File: src/rtl/ptp_sys_pkg.sv
package ptp_sys_pkg;
  typedef enum logic [1:0] {
    SPD_10G  = 2'd0,
    SPD_1G   = 2'd1,
    SPD_100M = 2'd2,
    SPD_NONE = 2'd3
  } link_spd_e;

  typedef enum logic [1:0] {
    REG_TLO  = 2'd0,
    REG_THI  = 2'd1,
    REG_INC  = 2'd2,
    REG_STAT = 2'd3
  } reg_addr_e;

  localparam int unsigned SHIFT_W      = 5;
  localparam int unsigned NARROW_ADJ   = 7;
  localparam logic [31:0] INC_BASE_10G = 32'h6666_6666;

  function automatic logic [SHIFT_W-1:0] base_shift(input logic [1:0] spd);
    case (spd)
      SPD_1G:   base_shift = 5'd24;
      SPD_100M: base_shift = 5'd21;
      default:  base_shift = 5'd28;
    endcase
  endfunction
endpackage

File: src/rtl/ptp_sys_accum.sv
module ptp_sys_accum
  import ptp_sys_pkg::*;
#(
  parameter int unsigned REG_W  = 32,
  parameter bit          NARROW = 1'b0
) (
  input  logic               clk_i,
  input  logic               rst_ni,
  input  logic               load_i,
  input  logic [2*REG_W-1:0] load_val_i,
  input  logic               inc_we_i,
  input  logic [REG_W-1:0]   inc_wdata_i,
  output logic [2*REG_W-1:0] time_o,
  output logic [REG_W-1:0]   inc_o
);
  localparam int unsigned TIME_W = 2 * REG_W;
  localparam int unsigned INC_W  = NARROW ? 24 : 31;
  localparam logic [REG_W-1:0] FIELD = REG_W'((64'd1 << INC_W) - 1);
  localparam logic [REG_W-1:0] KEEP  = NARROW ? (FIELD | (REG_W'(1) << INC_W)) : FIELD;

  logic [REG_W-1:0]  inc_q, inc_rst;
  logic [TIME_W-1:0] time_q, step;

  generate
    if (NARROW) begin : g_narrow
      // enable bit sits just above the field; base value pre-shifted
      assign inc_rst = (REG_W'(1) << INC_W) | (REG_W'(INC_BASE_10G >> NARROW_ADJ) & FIELD);
      assign step    = inc_q[INC_W] ? TIME_W'(inc_q & FIELD) : '0;
    end else begin : g_wide
      assign inc_rst = REG_W'(INC_BASE_10G) & FIELD;
      assign step    = TIME_W'(inc_q & FIELD);
    end
  endgenerate

  always_ff @(posedge clk_i or negedge rst_ni) begin
    if (!rst_ni) begin
      inc_q <= inc_rst;
    end else if (inc_we_i) begin
      inc_q <= inc_wdata_i & KEEP;
    end
  end

  always_ff @(posedge clk_i or negedge rst_ni) begin
    if (!rst_ni) begin
      time_q <= '0;
    end else if (load_i) begin
      time_q <= load_val_i;
    end else begin
      time_q <= time_q + step;
    end
  end

  assign time_o = time_q;
  assign inc_o  = inc_q;
endmodule

File: src/rtl/ptp_sys_scale.sv
module ptp_sys_scale
  import ptp_sys_pkg::*;
#(
  parameter int unsigned TIME_W = 64,
  parameter bit          NARROW = 1'b0
) (
  input  logic [1:0]         link_spd_i,
  input  logic [TIME_W-1:0]  time_i,
  output logic [SHIFT_W-1:0] shift_o,
  output logic [TIME_W-1:0]  ns_o
);
  localparam logic [SHIFT_W-1:0] ADJ = NARROW ? SHIFT_W'(NARROW_ADJ) : '0;

  assign shift_o = base_shift(link_spd_i) - ADJ;
  assign ns_o    = time_i >> shift_o;
endmodule

File: src/rtl/ptp_sys_regif.sv
module ptp_sys_regif
  import ptp_sys_pkg::*;
#(
  parameter int unsigned REG_W = 32
) (
  input  logic               clk_i,
  input  logic               rst_ni,
  input  logic               wr_en_i,
  input  logic               rd_en_i,
  input  logic [1:0]         addr_i,
  input  logic [REG_W-1:0]   wdata_i,
  input  logic [2*REG_W-1:0] time_i,
  input  logic [REG_W-1:0]   inc_i,
  input  logic [SHIFT_W-1:0] shift_i,
  output logic               load_o,
  output logic [2*REG_W-1:0] load_val_o,
  output logic               inc_we_o,
  output logic [REG_W-1:0]   lo_stage_o,
  output logic [REG_W-1:0]   shadow_o,
  output logic [REG_W-1:0]   rdata_o
);
  logic [REG_W-1:0] lo_q, shadow_q, rdata_q, rd_mux;

  assign load_o     = wr_en_i && (addr_i == REG_THI);
  assign load_val_o = {wdata_i, lo_q};
  assign inc_we_o   = wr_en_i && (addr_i == REG_INC);

  always_comb begin
    case (addr_i)
      REG_TLO: rd_mux = time_i[REG_W-1:0];
      REG_THI: rd_mux = shadow_q;
      REG_INC: rd_mux = inc_i;
      default: rd_mux = REG_W'(shift_i);
    endcase
  end

  always_ff @(posedge clk_i or negedge rst_ni) begin
    if (!rst_ni) begin
      lo_q     <= '0;
      shadow_q <= '0;
      rdata_q  <= '0;
    end else begin
      if (wr_en_i && (addr_i == REG_TLO)) lo_q <= wdata_i;
      if (rd_en_i) begin
        rdata_q <= rd_mux;
        // capture upper half with the low-word read
        if (addr_i == REG_TLO) shadow_q <= time_i[2*REG_W-1:REG_W];
      end
    end
  end

  assign lo_stage_o = lo_q;
  assign shadow_o   = shadow_q;
  assign rdata_o    = rdata_q;
endmodule

File: src/rtl/ptp_sys_time.sv
module ptp_sys_time
  import ptp_sys_pkg::*;
#(
  parameter int unsigned REG_W  = 32,
  parameter bit          NARROW = 1'b0
) (
  input  logic                   clk_i,
  input  logic                   rst_ni,
  input  logic                   wr_en_i,
  input  logic                   rd_en_i,
  input  logic [1:0]             addr_i,
  input  logic [REG_W-1:0]       wdata_i,
  input  logic [1:0]             link_spd_i,
  output logic [REG_W-1:0]       rdata_o,
  output logic [2*REG_W-1:0]     time_o,
  output logic [2*REG_W-1:0]     ns_o,
  output logic [SHIFT_W-1:0]     shift_o
);
  localparam int unsigned TIME_W = 2 * REG_W;

  logic              load;
  logic [TIME_W-1:0] load_val;
  logic              inc_we;
  logic [REG_W-1:0]  inc_w, lo_w, shadow_w;
  logic [TIME_W-1:0] time_w;
  logic [SHIFT_W-1:0] shift_w;

  ptp_sys_regif #(.REG_W(REG_W)) u_regif (
    .clk_i      (clk_i),
    .rst_ni     (rst_ni),
    .wr_en_i    (wr_en_i),
    .rd_en_i    (rd_en_i),
    .addr_i     (addr_i),
    .wdata_i    (wdata_i),
    .time_i     (time_w),
    .inc_i      (inc_w),
    .shift_i    (shift_w),
    .load_o     (load),
    .load_val_o (load_val),
    .inc_we_o   (inc_we),
    .lo_stage_o (lo_w),
    .shadow_o   (shadow_w),
    .rdata_o    (rdata_o)
  );

  ptp_sys_accum #(.REG_W(REG_W), .NARROW(NARROW)) u_accum (
    .clk_i       (clk_i),
    .rst_ni      (rst_ni),
    .load_i      (load),
    .load_val_i  (load_val),
    .inc_we_i    (inc_we),
    .inc_wdata_i (wdata_i),
    .time_o      (time_w),
    .inc_o       (inc_w)
  );

  ptp_sys_scale #(.TIME_W(TIME_W), .NARROW(NARROW)) u_scale (
    .link_spd_i (link_spd_i),
    .time_i     (time_w),
    .shift_o    (shift_w),
    .ns_o       (ns_o)
  );

  assign time_o  = time_w;
  assign shift_o = shift_w;
endmodule

File: config.mk
export PLATFORM = sky130hd
export DESIGN_NAME = ptp_sys_time
export DESIGN_NICKNAME = d
export VERILOG_FILES = /design/src/rtl/ptp_sys_pkg.sv /design/src/rtl/ptp_sys_accum.sv /design/src/rtl/ptp_sys_scale.sv /design/src/rtl/ptp_sys_regif.sv /design/src/rtl/ptp_sys_time.sv
export SDC_FILE = /design/constraint.sdc
export NUM_CORES = 1
export LEC_CHECK = 0
export BUFFER_PORTS_ARGS = -buffer_cell sky130_fd_sc_hd__buf_2
export CAP_MARGIN = 30
export CORE_UTILIZATION = 40
export CTS_BUF_LIST = sky130_fd_sc_hd__clkbuf_8
export DETAILED_ROUTE_END_ITERATION = 16
export SLEW_MARGIN = 20
export SYNTH_ARGS = -nofsm -noshare
export SYNTH_HDL_FRONTEND = slang
export SYNTH_HIERARCHICAL = 1
export SYNTH_SLANG_ARGS = --single-unit
File: constraint.sdc
create_clock -name clk_i -period 3.6 [get_ports clk_i]
set_input_delay 0.72 -clock clk_i [delete_from_list [all_inputs] [get_ports clk_i]]
set_output_delay 0.72 -clock clk_i [all_outputs]
set_load 0.01 [all_outputs]
==> flow_metrics.env, run 1 <==
export IMPL_synthArstFlopShare=1.00
export IMPL_grt_max_degree=92
export IMPL_clk_latency_ns=0.48
export IMPL_worst_setup_path_end_kind="flop"
export IMPL_grt_antenna_before_repair=2
export IMPL_synth_flop_cell="dfrtp_1"
export IMPL_yosysSeqAreaShare=0.387
export IMPL_viasPerCell=5.54
export IMPL_rows=64
export IMPL_syn_area_per_cell_um2=9.96
export IMPL_postCtsSetupRepairBufs=0
export IMPL_switching_power_mw=4.47
export IMPL_die_h_um=178
export IMPL_finalCritPeriodShare=0.940
export IMPL_initial_core_util=0.406
export IMPL_synth_cells=1244
export IMPL_synth_top_family_by_area="multiplexers"
export IMPL_vias=9701
export IMPL_startpoint_type="flop"
export IMPL_drt_iter0_drc=692
export IMPL_arrival_ns=3.77
export IMPL_synth_edf_count=0
export IMPL_drtPass1Iterations=5
export IMPL_port_buffers=181
export IMPL_final_nets=1410
export IMPL_tns_ns=0
export IMPL_yosys_area_share_adder=0.0329
export IMPL_worst_path_max_fanout=14
export IMPL_ant_nets=0
export IMPL_ios=205
export IMPL_cts_sinks=191
export IMPL_grt_pass1_wl_mm=56.5
export IMPL_core_area_um2=30500
export IMPL_min_path_type="primary input to asynchronous set/reset pin"
export IMPL_fin_hold_ws_ns=0.226
export IMPL_p_seq_frac=0.343
export IMPL_routabilityCongestion=0.873
export IMPL_drv_cap=0
export IMPL_clock_fmax_ghz=0.296
export IMPL_cts_buffers_inserted=17
export IMPL_p_leak_nw=6.04
export IMPL_die_area_um2=31700
export IMPL_seqCellArea_um2=4800
export IMPL_cts_root_buf="clkbuf_8"
export IMPL_ys_types=68
export IMPL_grt_pass1_vias=9455
export IMPL_status="finished, final reports clean"
export IMPL_drive_gt1_frac=0.302
export IMPL_die_w_um=178
export IMPL_report_final_setup_viol=0
export IMPL_post_drt_wl_per_cell_um=21.4
export IMPL_clk_pin_slew_ns=0.12
export IMPL_p_sw_frac=0.448
export IMPL_fin_skew_ns=0.0223
export IMPL_place_hpwl_mm=27.4
export IMPL_synth_xor_area_frac=0.0311
export IMPL_crit_type="flop to flop"
export IMPL_drc=0
export IMPL_max_slew_margin_rel=0.508
export IMPL_cts_tree="built"
export IMPL_syn_area_um2=12400
export IMPL_postCtsHoldBufs=0
export IMPL_r2r_setup_slack_ns=0.22
export IMPL_period_minus_slack_ns=3.38
export IMPL_r2r_end="u_accum/time_o[42]"
export IMPL_hold_violations=0
export IMPL_final_cell_mix="buf_2, dfrtp_1, mux2i_1, nand2_1, mux2_2"
export IMPL_final_common_cell="buf_2"
export IMPL_ir_drop_mv=0.273
export IMPL_overflow=0
export IMPL_htreeDepth=4
export IMPL_p_int_mw=5.50
export IMPL_r2r_cells=10
export IMPL_grtUsageTotal=0.238
export IMPL_synthMuxAreaShare=0.208
export IMPL_num_fill_cells=2967
export IMPL_wl_mm=37.4
export IMPL_rsz0062_at_grt="false"
export IMPL_worst_pin_slew_ns=0.732
export IMPL_clockBufferDepth=2
export IMPL_required_ns=3.99
export IMPL_pwr_share_clk=0.157
export IMPL_pwr_share_comb=0.499
export IMPL_yosys_warnings=6
export IMPL_multi_input_comb_area_um2=6460
export IMPL_yosys_area_share_simple=0.127
export IMPL_areaGrowthSynthToFinish_pct=8.88
export IMPL_cts_resized=0
export IMPL_ys_ff_latch=191
export IMPL_rr_startpoint="u_accum/time_o[0]"
export IMPL_p_per_area_nw_per_um2=739
export IMPL_synth_compound_area_share=0.114
export IMPL_slew_violations=0
-- metrics by stage --
stage	utilization	area, um2	setup slack (ns)	power (mW)	cells
3_5_place_dp	0.428	13000	0.280	8.39	1715
4_1_cts	0.442	13500	0.213	10.0	1747
6_report	0.442	13500	0.216	9.97	1750
2_1_floorplan	-	12500	0.550	6.71	1265
5_1_grt	0.442	13500	0.00564	10.6	1748
3_3_place_gp	0.428	13000	0.346	8.32	1715
-- how the worst max path moves through the flow --
stage                 startpoint                  to  slack, ns  cells past startpoint
6_report       u_accum/time_o[0]  u_accum/time_o[42]       0.22                     10
5_1_grt        u_accum/time_o[0]  u_accum/time_o[34]      0.006                     10
4_1_cts        u_accum/time_o[0]  u_accum/time_o[42]       0.21                     10
3_5_place_dp   u_accum/time_o[0]  u_accum/time_o[42]       0.28                     10
3_3_place_gp   u_accum/time_o[0]  u_accum/time_o[42]       0.35                     10
2_1_floorplan  u_accum/time_o[0]  u_accum/time_o[54]       0.55                     11
-- registers in the layout (all words and copies together) (netlist names) --
name / flops
u_accum/time_o: 64
u_regif/rdata_o: 32
u_accum/inc_o: 31
u_regif/shadow_o: 32
u_regif/lo_stage_o: 32
-- per-layer routing --
metal | wire length [um] | global-route usage | share of wire | vias to the layer above
li1 | - | - | - | 4515
met1 | 17500 | 0.334 | 0.47 | 4816
met2 | 17000 | 0.375 | 0.45 | 330
met3 | 2090 | 0.0403 | 0.056 | 40
met4 | 761 | 0.0698 | 0.020 | 0
met5 | 0 | 0 | 0 | -
-- final cells by class --
cell class,instances,area share
multi-input cells,893,0.479
flip-flops and latches,191,0.356
repair buffers,212,0.0889
well taps,396,0.0367
clock buffers,18,0.0184
clock inverters,14,0.0143
inverters,23,0.00640
diodes,3,0.000556
-- worst max-delay path, stage by stage (launching register included) --
cell and delay (ns):
dfrtp_1 0.42, ha_1 0.25, fa_1 0.44, a211oi_2 0.31, o21bai_2 0.16, a311oi_4 0.38
nor4_2 0.12, or4_4 0.51, a31oi_4 0.38, o31ai_1 0.14, a31oi_1 0.18
-- power by group through the flow --
stage	logic (mW)	registers (mW)	clock network [mW]
3_5_place_dp	4.93	3.46	0
6_report	4.98	3.42	1.57
3_3_place_gp	4.90	3.43	0
5_1_grt	5.42	3.50	1.68
4_1_cts	4.97	3.41	1.62
2_1_floorplan	3.28	3.43	0
-- kinds of logic (layout without fill, tap and decap cells) --
family / count (synthesis) / count (layout)
buffers and inverters: 181 / 267
other: 3 / 27
AO/OA/AOI/OAI: 225 / 225
flip-flops: 191 / 191
AND/OR/NAND/NOR: 325 / 325
adder cells (fa/ha/maj): 32 / 32
multiplexers: 243 / 243
XOR/XNOR: 44 / 44
-- synth_stat cells, drive strengths merged (2+ instances only) --
library cell,instances,area share
or3,6,0.0030
a21o,9,0.0056
or2,30,0.015
nor4b,3,0.0021
nand3,23,0.0093
a211oi,6,0.0044
nand4,14,0.0071
o21bai,9,0.0058
o221ai,6,0.0042
nor3,19,0.0081
mux2i,140,0.11
dfrtp,175,0.35
conb,3,0.00091
clkbuf,23,0.0070
xor2,12,0.0085
or4,8,0.0051
a221oi,4,0.0028
nor2,63,0.019
a22o,4,0.0028
ha,31,0.031
o21a,2,0.0012
o31ai,8,0.0048
and2,3,0.0015
nor3b,4,0.0028
o21ai,79,0.032
and2b,2,0.0012
buf,135,0.085
and3,10,0.0050
dfstp,16,0.034
o211ai,6,0.0036
a31oi,42,0.022
a21oi,40,0.016
nor2b,5,0.0037
xnor2,32,0.023
nand2,127,0.038
nor4,5,0.0030
a211o,3,0.0021
inv,22,0.0067
mux2,103,0.095
No activity file was read; power rests on OpenSTA's default activity.
==> inputs of run 2 (changes only) <==
--- a/config.mk
+++ b/config.mk
@@ -8,7 +8,7 @@
 export BUFFER_PORTS_ARGS = -buffer_cell sky130_fd_sc_hd__buf_2
 export CAP_MARGIN = 30
 export CORE_UTILIZATION = 40
-export CTS_BUF_LIST = sky130_fd_sc_hd__clkbuf_8
+export CTS_BUF_LIST = sky130_fd_sc_hd__clkbuf_2
 export DETAILED_ROUTE_END_ITERATION = 16
 export SLEW_MARGIN = 20
 export SYNTH_ARGS = -nofsm -noshare
==> flow_metrics.env, run 2 (same netlist as run 1, synthesis figures left out) <==
export IMPL_cts_root_buf="clkbuf_2"
export IMPL_vias=9702
export IMPL_p_total_mw=9.66
export IMPL_p_per_area_nw_per_um2=723
export IMPL_htreeDepth=4
export IMPL_die_w_um=178
export IMPL_use_met2=0.375
export IMPL_grtUsageTotal=0.238
export IMPL_grt_pass1_wl_mm=56.5
export IMPL_use_met3=0.0403
export IMPL_port_buffers=181
export IMPL_cts_sinks=191
export IMPL_grt_max_degree=92
export IMPL_top_usage_layer="met2"
export IMPL_die_h_um=178
export IMPL_fin_skew_ns=0.0577
export IMPL_clockBufferDepth=2
export IMPL_hold_violations=0
export IMPL_worst_slack_ns=0.192
export IMPL_post_drt_wl_per_cell_um=21.4
export IMPL_initial_core_util=0.406
export IMPL_drtPass1Iterations=6
export IMPL_tns_ns=0
export IMPL_ir_drop_mv=0.265
export IMPL_clock_fmax_ghz=0.293
export IMPL_cts_buffers_inserted=17
export IMPL_drt_iter0_drc=720
export IMPL_areaGrowthSynthToFinish_pct=7.88
export IMPL_pre_cts_ws_ns=0.280
export IMPL_final_cell_mix="buf_2, dfrtp_1, mux2i_1, nand2_1, mux2_2"
export IMPL_core_area_um2=30500
export IMPL_p_leak_nw=5.99
export IMPL_crit_buf_inv=0
export IMPL_worst_path_max_fanout=7
export IMPL_period_minus_slack_ns=3.41
export IMPL_min_path_type="primary input to flop"
export IMPL_max_slew_margin_rel=0.502
export IMPL_rsz0062_at_grt="false"
export IMPL_finalNonFillerCells=1754
export IMPL_status="finished, final reports clean"
export IMPL_path_delay_family="compound AO/OA/AOI/OAI gates"
export IMPL_largest_reg_flops=64
export IMPL_overflow=0
export IMPL_crit_type="flop to flop"
export IMPL_rows=64
export IMPL_slowest_delay_ns=0.54
export IMPL_clk_pin_slew_ns=0.33
export IMPL_arrival_ns=4.06
export IMPL_final_common_cell="buf_2"
export IMPL_ios=205
export IMPL_placedCellCount=1715
export IMPL_cts_tree="built"
export IMPL_place_hpwl_mm=27.4
export IMPL_slew_violations=0
export IMPL_wl_mm=37.5
export IMPL_routabilityCongestion=0.873
export IMPL_worst_pin_slew_ns=0.742
export IMPL_ant_nets=0
export IMPL_clk_latency_ns=0.79
export IMPL_worst_setup_path_end_kind="flop"
export IMPL_crit_chain="ha_1 -> fa_1 -> a211oi_2 -> o21bai_2 -> a311oi_4 -> nor4_2 -> or4_4 -> a31oi_2 -> or4_1 -> a31oi_1"
export IMPL_grt_antenna_before_repair=4
export IMPL_report_final_setup_viol=0
export IMPL_die_area_um2=31700
export IMPL_drive_gt1_frac=0.303
export IMPL_worst_path_max_delay_cell="or4_4"
export IMPL_drv_cap=0
export IMPL_finalCritPeriodShare=0.947
export IMPL_final_nets=1413
export IMPL_viasPerCell=5.53
export IMPL_startpoint_type="flop"
export IMPL_required_ns=4.25
export IMPL_grt_pass1_vias=9467
export IMPL_drc=0
export IMPL_use_met1=0.335
export IMPL_fin_hold_ws_ns=0.150
==> run 2: final cells by class <==
cell class | count | area [um2]
clock buffers | 17 | 85.1
repair buffers | 214 | 1220
fillers | 2986 | 17100
multi-input cells | 894 | 6480
well taps | 396 | 495
diodes | 4 | 10.0
inverters | 23 | 86.3
clock inverters | 15 | 196
flip-flops and latches | 191 | 4800
==> run 2: path summary, 6_finish.rpt <==
check	from	end	slack (ns)	depth (start not counted)
setup / recovery	u_accum/time_o[0]	u_accum/time_o[42]	0.19	10
hold / removal	wdata_i[27]	u_accum/time_o[59]	0.15	3
setup reg to reg	u_accum/time_o[0]	u_accum/time_o[42]	0.19	10
hold reg to reg	u_regif/lo_stage_o[26]	u_accum/time_o[26]	0.50	2
max in group asynchronous	rst_ni	u_accum/inc_o[1]	2.28	3
min in group asynchronous	rst_ni	u_regif/rdata_o[18]	0.43	2
==> run 2: worst min-delay path: stages <==
cell and delay, ns:
buf_2 0.12, nand2_1 0.06, o21ai_1 0.06
==> run 2: per-stage QoR <==
step	utilization	instance area [um2]
detailed placement	0.428	13000
global placement	0.428	13000
CTS	0.437	13300
finish	0.438	13400
floorplan	-	12500
global route	0.438	13400
==> run 2: what timing repair did <==
item	4_1_cts	5_1_grt
setup buffers	0	1
hold endpoints to repair	64	0
endpoints found under the setup margin	0	7
hold buffers	1	0
resized for setup	0	1
==> run 2: per-layer routing <==
layer  vias up  part of all wire
met1      4813              0.47
met4         0             0.017
met3        31             0.059
met5         -                 0
li1       4524                 -
met2       334              0.46
==> run 2: report_power, final <==
part           internal [mW]  leakage, nW  switching [mW]  total, mW
registers               2.77         2.23           0.646       3.41
logic                   2.07         3.60            2.96       5.03
clock network          0.362        0.159           0.857       1.22
==> inputs of run 3 (changes only) <==
--- a/config.mk
+++ b/config.mk
@@ -5,6 +5,7 @@
 export SDC_FILE = /design/constraint.sdc
 export NUM_CORES = 1
 export LEC_CHECK = 0
+export ABC_AREA = 1
 export BUFFER_PORTS_ARGS = -buffer_cell sky130_fd_sc_hd__buf_2
 export CAP_MARGIN = 30
 export CORE_UTILIZATION = 40
==> flow_metrics.env, run 3 <==
export IMPL_synthArstFlopShare=1.00
export IMPL_die_area_um2=34900
export IMPL_postCtsSetupRepairBufs=0
export IMPL_worst_setup_path_end_kind="primary output"
export IMPL_ios=205
export IMPL_final_cell_mix="nand2_1, nand3_1, inv_1, buf_2, dfrtp_1"
export IMPL_cts_sinks=191
export IMPL_worst_pin_slew_ns=0.796
export IMPL_p_leak_nw=8.22
export IMPL_drt_iter0_drc=1295
export IMPL_min_path_type="primary input to flop"
export IMPL_max_slew_margin_rel=0.468
export IMPL_worst_slack_ns=0.378
export IMPL_synthTopCellsByArea="dfrtp_1, nand2_1, nand3_1, buf_4, inv_1"
export IMPL_core_area_um2=33500
export IMPL_slew_violations=0
export IMPL_drv_cap=0
export IMPL_rows=67
export IMPL_arrival_ns=2.50
export IMPL_period_minus_slack_ns=3.22
export IMPL_worst_path_max_fanout=10
export IMPL_report_final_setup_viol=0
export IMPL_wl_mm=52.9
export IMPL_die_h_um=187
export IMPL_grtUsageTotal=0.307
export IMPL_ys_ff_latch=191
export IMPL_grt_pass1_wl_mm=80.6
export IMPL_htreeDepth=4
export IMPL_syn_area_um2=13700
export IMPL_hold_violations=0
export IMPL_grt_antenna_before_repair=1
export IMPL_final_nets=2209
export IMPL_required_ns=2.88
export IMPL_p_total_mw=10.0
export IMPL_largest_reg_flops=64
export IMPL_drtPass1Iterations=7
export IMPL_p_per_area_nw_per_um2=668
export IMPL_post_drt_wl_per_cell_um=20.4
export IMPL_postCtsHoldBufs=33
export IMPL_clock_fmax_ghz=0.310
export IMPL_fin_area_um2=15000
export IMPL_synth_flop_cell="dfrtp_1"
export IMPL_synth_common_cells="nand2_1, nand3_1, inv_1"
export IMPL_fin_skew_ns=0.0539
export IMPL_routabilityCongestion=0.963
export IMPL_cts_tree="built"
export IMPL_yosysMostFrequentCell="nand2_1"
export IMPL_netlist_area_leader_share=0.321
export IMPL_die_w_um=187
export IMPL_clockBufferDepth=2
export IMPL_rsz0062_at_grt="false"
export IMPL_initial_core_util=0.407
export IMPL_yosysSeqAreaShare=0.351
export IMPL_cts_root_buf="clkbuf_2"
export IMPL_finalCritPeriodShare=0.895
export IMPL_synth_cells=2022
export IMPL_final_common_cell="nand2_1"
export IMPL_synth_top_area_cell="dfrtp_1"
export IMPL_drc=0
export IMPL_clk_latency_ns=0.95
export IMPL_areaGrowthSynthToFinish_pct=9.82
export IMPL_ys_types=49
export IMPL_pre_cts_ws_ns=0.700
export IMPL_yosys_warnings=6
export IMPL_ir_drop_mv=0.367
export IMPL_clk_pin_slew_ns=0.34
export IMPL_status="finished, final reports clean"
export IMPL_cts_buffers_inserted=17
export IMPL_viasPerCell=5.24
export IMPL_overflow=0
export IMPL_synth_edf_count=0
export IMPL_cts_resized=0
export IMPL_crit_type="flop to primary output"
export IMPL_drive_gt1_frac=0.174
export IMPL_place_hpwl_mm=38.8
export IMPL_post_dp_cell_area_um2=14400
export IMPL_tns_ns=0
export IMPL_grt_max_degree=83
export IMPL_ant_nets=0
export IMPL_port_buffers=181
export IMPL_grt_pass1_vias=13019
export IMPL_syn_area_per_cell_um2=6.76
export IMPL_vias=13612
export IMPL_startpoint_type="flop"
## run 3: cell types whose count changed after synthesis, sizes merged, moves of 43 or more
| cell | change |
|---|---|
| nor2 | +57 |
| mux2 | -72 |
| o21ai | -43 |
| mux2i | -140 |
| nand2 | +677 |
| nand3 | +261 |
| inv | +197 |
## run 3: stage by stage
step	utilization	cells	hold slack [ns]
after floorplan	-	2043	0.424
after global placement	0.429	2532	0.453
after detailed placement	0.430	2533	0.458
after CTS	0.447	2598	0.224
after global routing	0.447	2599	0.257
final	0.447	2599	0.321
## run 3: final timing paths
path	end	start	slack, ns	cells past startpoint
worst max-delay path	ns_o[5]	u_accum/time_o[34]	0.38	5
worst min-delay path	u_regif/rdata_o[0]	addr_i[0]	0.32	5
worst max register to register	u_accum/time_o[51]	u_accum/time_o[30]	0.91	11
worst min register to register	u_accum/time_o[18]	u_regif/lo_stage_o[18]	0.49	2
max in group asynchronous	u_accum/inc_o[5]	rst_ni	2.37	3
min in group asynchronous	u_accum/time_o[30]	rst_ni	0.34	2
## run 3: kinds of logic (layout without fill, tap and decap cells)
logic type / after synthesis / in the layout / share of synthesized area
adder cells (fa/ha/maj): 32 / 32 / 0.0299
AND/OR/NAND/NOR: 1266 / 1266 / 0.401
AO/OA/AOI/OAI: 99 / 99 / 0.0426
flip-flops: 191 / 191 / 0.351
buffers and inverters: 382 / 489 / 0.138
other: 3 / 25 / 0.000824
XOR/XNOR: 18 / 18 / 0.0115
multiplexers: 31 / 31 / 0.0256
## run 3: area by class of cell
type                    count  area [um2]
multi-input cells        1470        7070
well taps                 448         561
fillers                  3625       18500
clock inverters            15         179
clock buffers              17        85.1
diodes                      1        2.50
repair buffers            237        1480
flip-flops and latches    191        4800
inverters                 220         826
## run 3: critical path: stages, from the launching register on
cell	delay, ns
dfrtp_1	0.88
nand3_1	0.25
nand3_1	0.14
nand3_1	0.08
nand2_1	0.09
buf_2	0.13
## run 3: routing by layer
metal / vias up / wire (um) / GRT usage
li1: 6494 / - / -
met1: 6503 / 24200 / 0.436
met2: 544 / 23800 / 0.482
met3: 71 / 3680 / 0.0441
met4: 0 / 1200 / 0.0958
met5: - / 0 / 0
## run 3: power breakdown
part           leakage (nW)  internal, mW  total, mW  switching, mW
Sequential             2.34          2.72       3.56          0.835
Clock                 0.157         0.296       1.21          0.909
Combinational          5.72          1.83       5.26           3.43
Total                  8.22          4.85       10.0           5.17
